[src/rtl/txh_pkg.sv]
package txh_pkg;
  localparam int CFG_W    = 16;
  localparam int BUFN_W   = 5;
  localparam int LABEL_W  = 8;
  localparam int REC_W    = 1 + BUFN_W + LABEL_W;
  localparam int BIT_EN   = 0;
  localparam int BIT_IE   = 8;
  localparam int BIT_COND = 9;
  localparam int BIT_FILT = 10;

  localparam logic [1:0] MODE_RESET = 2'b00;
  localparam logic [1:0] MODE_HALT  = 2'b01;
  localparam logic [1:0] MODE_COMM  = 2'b10;

  typedef struct packed {
    logic               src;
    logic [BUFN_W-1:0]  bufn;
    logic [LABEL_W-1:0] label;
  } hist_rec_t;
endpackage

[src/rtl/txh_ctrl.sv]
module txh_ctrl
  import txh_pkg::*;
(
  input  logic             clk,
  input  logic             rst_n,
  input  logic [1:0]       mode,
  input  logic             we,
  input  logic [CFG_W-1:0] wdata,
  output logic [CFG_W-1:0] rdata,
  output logic             en,
  output logic             ie,
  output logic             cond_single,
  output logic             filt_all,
  output logic             flush
);
  logic en_q, en_d, ie_q, ie_d, cond_q, cond_d, filt_q, filt_d;
  logic run_mode;

  assign run_mode = (mode == MODE_HALT) || (mode == MODE_COMM);

  always_comb begin
    en_d   = en_q;
    ie_d   = ie_q;
    cond_d = cond_q;
    filt_d = filt_q;
    if (we && run_mode)            en_d   = wdata[BIT_EN];
    if (we && !en_q)               ie_d   = wdata[BIT_IE];
    if (we && mode == MODE_RESET) begin
      cond_d = wdata[BIT_COND];
      filt_d = wdata[BIT_FILT];
    end
  end

  always_ff @(posedge clk or negedge rst_n) begin
    if (!rst_n) begin
      en_q   <= 1'b0;
      ie_q   <= 1'b0;
      cond_q <= 1'b0;
      filt_q <= 1'b0;
    end else begin
      en_q   <= en_d;
      ie_q   <= ie_d;
      cond_q <= cond_d;
      filt_q <= filt_d;
    end
  end

  always_comb begin
    rdata           = '0;
    rdata[BIT_EN]   = en_q;
    rdata[BIT_IE]   = ie_q;
    rdata[BIT_COND] = cond_q;
    rdata[BIT_FILT] = filt_q;
  end

  assign en          = en_q;
  assign ie          = ie_q;
  assign cond_single = cond_q;
  assign filt_all    = filt_q;
  assign flush       = en_q & ~en_d;

  AST_EN_LOCK: assert property (@(posedge clk) disable iff (!rst_n)
    (mode == MODE_RESET) |=> $stable(en_q));
  AST_IE_LOCK: assert property (@(posedge clk) disable iff (!rst_n)
    en_q |=> $stable(ie_q));
  AST_FIELD_LOCK: assert property (@(posedge clk) disable iff (!rst_n)
    (mode != MODE_RESET) |=> $stable({cond_q, filt_q}));
endmodule

[src/rtl/txh_fifo.sv]
module txh_fifo #(
  parameter int DEPTH = 8,
  parameter int W     = 14,
  localparam int AW   = (DEPTH > 1) ? $clog2(DEPTH) : 1,
  localparam int CW   = $clog2(DEPTH + 1)
) (
  input  logic          clk,
  input  logic          rst_n,
  input  logic          wr,
  input  logic          rd,
  input  logic          flush,
  input  logic [W-1:0]  wdata,
  output logic [W-1:0]  rdata,
  output logic          empty,
  output logic          full,
  output logic [CW-1:0] count
);
  logic [W-1:0]  mem [DEPTH];
  logic [AW-1:0] wptr_q, wptr_d, rptr_q, rptr_d;
  logic [CW-1:0] cnt_q, cnt_d;
  logic          do_wr, do_rd;

  assign empty = (cnt_q == '0);
  assign full  = (cnt_q == CW'(DEPTH));
  assign do_wr = wr & ~full & ~flush;
  assign do_rd = rd & ~empty & ~flush;

  function automatic logic [AW-1:0] step_ptr(input logic [AW-1:0] p);
    return (p == AW'(DEPTH - 1)) ? '0 : p + 1'b1;
  endfunction

  always_comb begin
    wptr_d = wptr_q;
    rptr_d = rptr_q;
    cnt_d  = cnt_q;
    if (flush) begin
      wptr_d = '0;
      rptr_d = '0;
      cnt_d  = '0;
    end else begin
      if (do_wr) wptr_d = step_ptr(wptr_q);
      if (do_rd) rptr_d = step_ptr(rptr_q);
      if (do_wr && !do_rd)      cnt_d = cnt_q + 1'b1;
      else if (do_rd && !do_wr) cnt_d = cnt_q - 1'b1;
    end
  end

  always_ff @(posedge clk or negedge rst_n) begin
    if (!rst_n) begin
      wptr_q <= '0;
      rptr_q <= '0;
      cnt_q  <= '0;
    end else begin
      wptr_q <= wptr_d;
      rptr_q <= rptr_d;
      cnt_q  <= cnt_d;
    end
  end

  always_ff @(posedge clk) begin
    if (do_wr) mem[wptr_q] <= wdata;
  end

  assign rdata = mem[rptr_q];
  assign count = cnt_q;

  AST_FULL_HOLD: assert property (@(posedge clk) disable iff (!rst_n)
    (full && !rd && !flush) |=> full);
  AST_EMPTY_HOLD: assert property (@(posedge clk) disable iff (!rst_n)
    (empty && !wr) |=> empty);
  AST_CNT_RANGE: assert property (@(posedge clk) disable iff (!rst_n)
    cnt_q <= CW'(DEPTH));
endmodule

[src/rtl/txh_irq.sv]
module txh_irq #(
  parameter int CW     = 4,
  parameter int THRESH = 6
) (
  input  logic          clk,
  input  logic          rst_n,
  input  logic          ie,
  input  logic          cond_single,
  input  logic          stored,
  input  logic          drained,
  input  logic          flush,
  input  logic [CW-1:0] count,
  output logic          irq
);
  logic irq_q, irq_d, hit_thresh;

  assign hit_thresh = (count == CW'(THRESH - 1)) & ~drained;

  always_comb begin
    irq_d = 1'b0;
    if (ie && stored && !flush)
      irq_d = cond_single | hit_thresh;
  end

  always_ff @(posedge clk or negedge rst_n) begin
    if (!rst_n) irq_q <= 1'b0;
    else        irq_q <= irq_d;
  end

  assign irq = irq_q;

  AST_IRQ_NEEDS_IE: assert property (@(posedge clk) disable iff (!rst_n)
    irq_q |-> $past(ie));
  AST_FLUSH_NO_IRQ: assert property (@(posedge clk) disable iff (!rst_n)
    flush |=> !irq_q);
endmodule

[src/rtl/tx_hist_log.sv]
module tx_hist_log
  import txh_pkg::*;
#(
  parameter int DEPTH  = 8,
  parameter int THRESH = 6,
  localparam int CW    = $clog2(DEPTH + 1)
) (
  input  logic               clk,
  input  logic               rst_n,
  input  logic [1:0]         chan_mode,
  input  logic               cfg_we,
  input  logic [CFG_W-1:0]   cfg_wdata,
  output logic [CFG_W-1:0]   cfg_rdata,
  input  logic               ev_valid,
  input  logic               ev_src,
  input  logic [BUFN_W-1:0]  ev_buf,
  input  logic [LABEL_W-1:0] ev_label,
  input  logic               rd_pop,
  output logic [REC_W-1:0]   rd_data,
  input  logic               ovf_clr,
  output logic               st_empty,
  output logic               st_full,
  output logic               st_ovf,
  output logic               irq
);
  logic en, ie, cond_single, filt_all, flush;
  logic accept, stored, drained, drop;
  logic ovf_q, ovf_d;
  logic [CW-1:0] count;
  hist_rec_t rec_in;

  txh_ctrl u_ctrl (
    .clk, .rst_n, .mode(chan_mode), .we(cfg_we), .wdata(cfg_wdata),
    .rdata(cfg_rdata), .en, .ie, .cond_single, .filt_all, .flush
  );

  assign rec_in  = '{src: ev_src, bufn: ev_buf, label: ev_label};
  assign accept  = ev_valid & en & (~ev_src | filt_all);
  assign stored  = accept & ~st_full & ~flush;
  assign drained = rd_pop & ~st_empty & ~flush;
  assign drop    = accept & st_full & ~flush;

  txh_fifo #(.DEPTH(DEPTH), .W(REC_W)) u_fifo (
    .clk, .rst_n, .wr(accept), .rd(rd_pop), .flush,
    .wdata(rec_in), .rdata(rd_data), .empty(st_empty),
    .full(st_full), .count
  );

  txh_irq #(.CW(CW), .THRESH(THRESH)) u_irq (
    .clk, .rst_n, .ie, .cond_single, .stored, .drained, .flush,
    .count, .irq
  );

  always_comb begin
    ovf_d = ovf_q;
    if (ovf_clr) ovf_d = 1'b0;
    if (drop)    ovf_d = 1'b1;
  end

  always_ff @(posedge clk or negedge rst_n) begin
    if (!rst_n) ovf_q <= 1'b0;
    else        ovf_q <= ovf_d;
  end

  assign st_ovf = ovf_q;

  AST_OVF_STICKY: assert property (@(posedge clk) disable iff (!rst_n)
    (st_ovf && !ovf_clr) |=> st_ovf);
  AST_DROP_NO_IRQ: assert property (@(posedge clk) disable iff (!rst_n)
    (ev_valid && st_full && !rd_pop) |=> !irq);
  AST_IDLE_NO_IRQ: assert property (@(posedge clk) disable iff (!rst_n)
    !ev_valid |=> !irq);
endmodule

[config.mk]
export PLATFORM = sky130hd
export DESIGN_NAME = tx_hist_log
export DESIGN_NICKNAME = d
export VERILOG_FILES = /design/src/rtl/txh_pkg.sv /design/src/rtl/txh_ctrl.sv /design/src/rtl/txh_fifo.sv /design/src/rtl/txh_irq.sv /design/src/rtl/tx_hist_log.sv
export SDC_FILE = /design/constraint.sdc
export NUM_CORES = 1
export LEC_CHECK = 0
export ABC_AREA = 1
export BUFFER_PORTS_ARGS = -buffer_cell sky130_fd_sc_hd__buf_4
export CAP_MARGIN = 40
export CORE_MARGIN = 2
export CORE_UTILIZATION = 60
export DETAILED_ROUTE_END_ITERATION = 10
export PLACE_DENSITY = 0.92
export SETUP_SLACK_MARGIN = 0.02
export SKIP_LAST_GASP = 1
export SLEW_MARGIN = 20
export SYNTH_ARGS = -nofsm -noshare
export SYNTH_HDL_FRONTEND = slang
export SYNTH_SLANG_ARGS = --single-unit
[constraint.sdc]
create_clock -name clk -period 3.7 [get_ports clk]
set_clock_uncertainty 0.15 [all_clocks]
set_input_delay 0.37 -clock clk [delete_from_list [all_inputs] [get_ports clk]]
set_output_delay 0.37 -clock clk [all_outputs]
set_load 0.01 [all_outputs]
==> out/results.tsv <==
stage	metric	value	unit
setup_path	worst reg2reg path endpoint	u_fifo.mem[5][7]	
pwr	Gate power share	32.6	%
final_layout	commonest non-fill, non-tap cell in the layout	edfxtp_1	
clock_network	CTS Buffer Depth	2	
route	DR vias/cell	6.27	
route	DRC Markers	0	
synth	synth warn	0	
route	Post-DRT Antenna Nets	0	
pwr	Seq pwr share	33.5	%
outcome	status	finished clean	
route	Avg WL per Cell	22.2	um
die	io pins	72	
timing	setup tns final	0	ns
setup_path	FF-to-FF Start	u_ctrl.en	
route	First-pass DRT Iterations	7	
setup_path	slowest stage delay, CP	0.60	ns
placement	Post-Place Cells	584	
timing	fin worst setup slack	0.744	ns
synth	Netlist cell types	38	
setup_path	reg2reg setup slack	1.33	ns
timing	# setup viols final	0	
die	Starting Density	61.0	%
final_layout	synthesis-to-layout area growth	23.3	%
setup_path	stages on the worst setup path	6	
setup_path	Worst R2R Path Depth	7	
final_layout	share of cells above drive strength 1	21.3	%
clock_network	CTS Root Cell	clkbuf_8	
clock_network	worst-skew pair later-pin latency	0.53	ns
synth	Syn Inst Count	436	
placement	pre-CTS setup slack	1.25	ns
placement	Cell Area, Placed	5960	um^2
job	max cap viols	0	
grt	Total GRT Usage	29.1	%
die	die area	10000	um^2
final_layout	Net count, final	560	
setup_path	CP Cell Sequence	buf_4 > o21ai_0 > o22ai_1 > nand2_1 > nand2_1 > buf_4	
timing	Slew headroom	47.9	%
placement	hpwl dp	6780	um
pwr	pwr dens	811	nW/um^2
timing	worst slew pin tran	0.781	ns
clock_network	CTS resizes	0	
clock_network	post-CTS setup buffer count	0	
timing	achievable frequency	0.338	GHz
setup_path	CP required	3.18	ns
clock_network	CTS Sinks	128	
synth	sequential share of the synthesized area	67.8	%
setup_path	critical path class	flop to output port	
setup_path	critical path capture point type	output port	
clock_network	TritonCTS Buffers	17	
final_layout	Filler Cell Count	485	
placement	port bufs	47	
timing	Final Critical Period	2.96	ns
setup_path	Worst Setup SP	u_fifo.rptr_q[0]	
pwr	Total Power	5.55	mW
pwr	Switch Pwr	1.89	mW
grt	GRT overflow	0	
clock_network	Worst-path clk slew	0.06	ns
timing	Hold Worst Slack	0.0839	ns
timing	Final Cycle Share	79.9	%
timing	Slew Viols, Final	0	
pwr	Sw Share	34.1	%
final_layout	Util after Layout	75.1	%
grt	largest net degree at the start of global routing	59	
grt	vias in the first global route	3838	
final_layout	cell area after layout	6840	um^2
setup_path	Slowest-stage cell, CP	buf_4	
final_layout	Ant. Diodes	0	
synth	Mapped Area	5550	um^2
final_layout	most frequent cells in the layout	edfxtp_1 (112), nand2_1 (76), buf_4 (57), nor2_1 (42)	
die	FP Rows	35	
setup_path	CP top delay family	buffers and inverters	
setup_path	CP arrival	2.44	ns
synth	Seq cells post-synth	128	
setup_path	CP Launch Type	flop	
worst_hold_path	HP Class	input pin to flop	
grt	initial antenna violation count	0	
synth	Main synth FF type	edfxtp_1	
die	die width	100	um
clock_network	H-tree depth	4	
route	drt total wl	14200	um
clock_network	TritonCTS clock tree	built	
synth	EDFF count, synth	112	
placement	routability cong.	0.859	
pwr	Pint	3.66	mW
setup_path	maximum fanout along the worst path	58	
setup_path	Critical Path End	rd_data[6]	
pwr	power share of the clock group	33.8	%
grt	global-route wire length before repair	21300	um
route	drt first-iter violations	519	
pwr	LEAKAGE	2.70	nW
pwr	peak supply drop	0.450	mV
die	Die Y-Extent	100	um
route	Vias	3999	
timing	Final Hold Fails	0	
setup_path	crit path buf inv count	2	
synth	syn avg cell area	12.7	um^2
timing	unrepaired setup endpoints after global routing	false	
synth	ys async rst share	12.5	%
die	core area	9110	um^2
final_layout	Final Non-Filler Cells	638	
logic make-up (layout without fill, tap and decap cells):
logic type                 after synthesis  after routing  share of synthesized area (%)
and+or+nand+nor                        144            144                           12.0
DFF                                    128            128                           67.8
AOI/OAI and AO/OA                       70             70                           7.12
buffers and inverters                   55            135                           5.70
muxes                                   29             29                           5.25
adders and majority gates                8              8                           1.94
other                                    1             12                         0.0675
xor gates and xnor gates                 1              1                          0.158
synthesized netlist by cell type, types with 2 or more instances:
| library cell | number | area [um^2] |
|---|---|---|
| mux2i_1 | 28 | 280 |
| o21ai_0 | 29 | 145 |
| ha_1 | 7 | 87.6 |
| nor2_4 | 3 | 33.8 |
| edfxtp_1 | 112 | 3360 |
| nor2_1 | 42 | 158 |
| buf_2 | 5 | 25.0 |
| nand4_1 | 4 | 25.0 |
| o21ai_1 | 4 | 20.0 |
| nand3_1 | 4 | 20.0 |
| buf_4 | 17 | 128 |
| inv_2 | 3 | 11.3 |
| dfrtp_1 | 16 | 400 |
| inv_1 | 17 | 63.8 |
| clkbuf_1 | 6 | 22.5 |
| nand2_2 | 5 | 31.3 |
| nand2_4 | 4 | 45.0 |
| buf_6 | 2 | 22.5 |
| buf_8 | 2 | 30.0 |
| o22ai_1 | 29 | 181 |
| nand2_1 | 76 | 285 |
| a21oi_1 | 5 | 25.0 |
layout make-up:
class / count / area, um^2 / share of cell area, %
clock buffer: 18 / 418 / 6.11
clock inverter: 14 / 236 / 3.46
inverter: 22 / 83.8 / 1.22
multi-input combinational: 264 / 1510 / 22.1
sequential: 128 / 3760 / 55.0
tap: 111 / 139 / 2.03
timing repair buffer: 81 / 688 / 10.1
worst register-to-register path: cells and delay by family (launching register included):
family | cells | cell delay (ns)
buf+inv | 2 | 0.47
simple gates | 4 | 0.74
flops | 1 | 0.48
compound gates | 1 | 0.21
routing by layer:
metal	vias up	part of all wire [%]	wire length [um]	track usage (%)
li1	1689	-	-	-
met1	1932	36	5140	35.4
met2	323	51	7160	49.6
met3	55	9.6	1370	7.24
met4	0	3.6	507	12.1
met5	-	0	0	0
state kept, by name, indices dropped and copies added, names as in the netlist:
signal / cells
u_fifo.wptr_q: 3
st_ovf: 1
u_irq.irq: 1
u_fifo.count: 4
u_ctrl.cond_single: 1
u_ctrl.en: 1
u_ctrl.filt_all: 1
u_ctrl.ie: 1
u_fifo.rptr_q: 3
u_fifo.mem: 112
how the worst min path moves through the flow:
stage | from | to | slack [ns] | depth (start not counted)
floorplan | rst_n | st_ovf | -0.08 | 0
global placement | rst_n | u_ctrl.cond_single | 0.09 | 1
detailed placement | rst_n | u_irq.irq | 0.09 | 1
CTS | rst_n | u_irq.irq | 0.08 | 2
global route | rd_pop | u_fifo.rptr_q[1] | 0.07 | 4
finish | rd_pop | u_fifo.rptr_q[1] | 0.08 | 4
power groups by stage:
| stage | clock network, mW | registers, mW | logic, mW |
|---|---|---|---|
| after CTS | 1.86 | 1.88 | 1.72 |
| final | 1.88 | 1.86 | 1.81 |
| after global placement | 0 | 1.89 | 1.52 |
| after global routing | 1.94 | 1.87 | 1.94 |
| after floorplan | 0 | 1.83 | 1.16 |
| after detailed placement | 0 | 1.90 | 1.62 |
repair_timing:
| item | 4_1_cts | 5_1_grt |
|---|---|---|
| setup endpoints to repair | 0 | 0 |
| hold buffers | 21 | 0 |
| hold endpoints to repair | 133 | 0 |
Note: power is estimated with default switching activity, not from simulation.
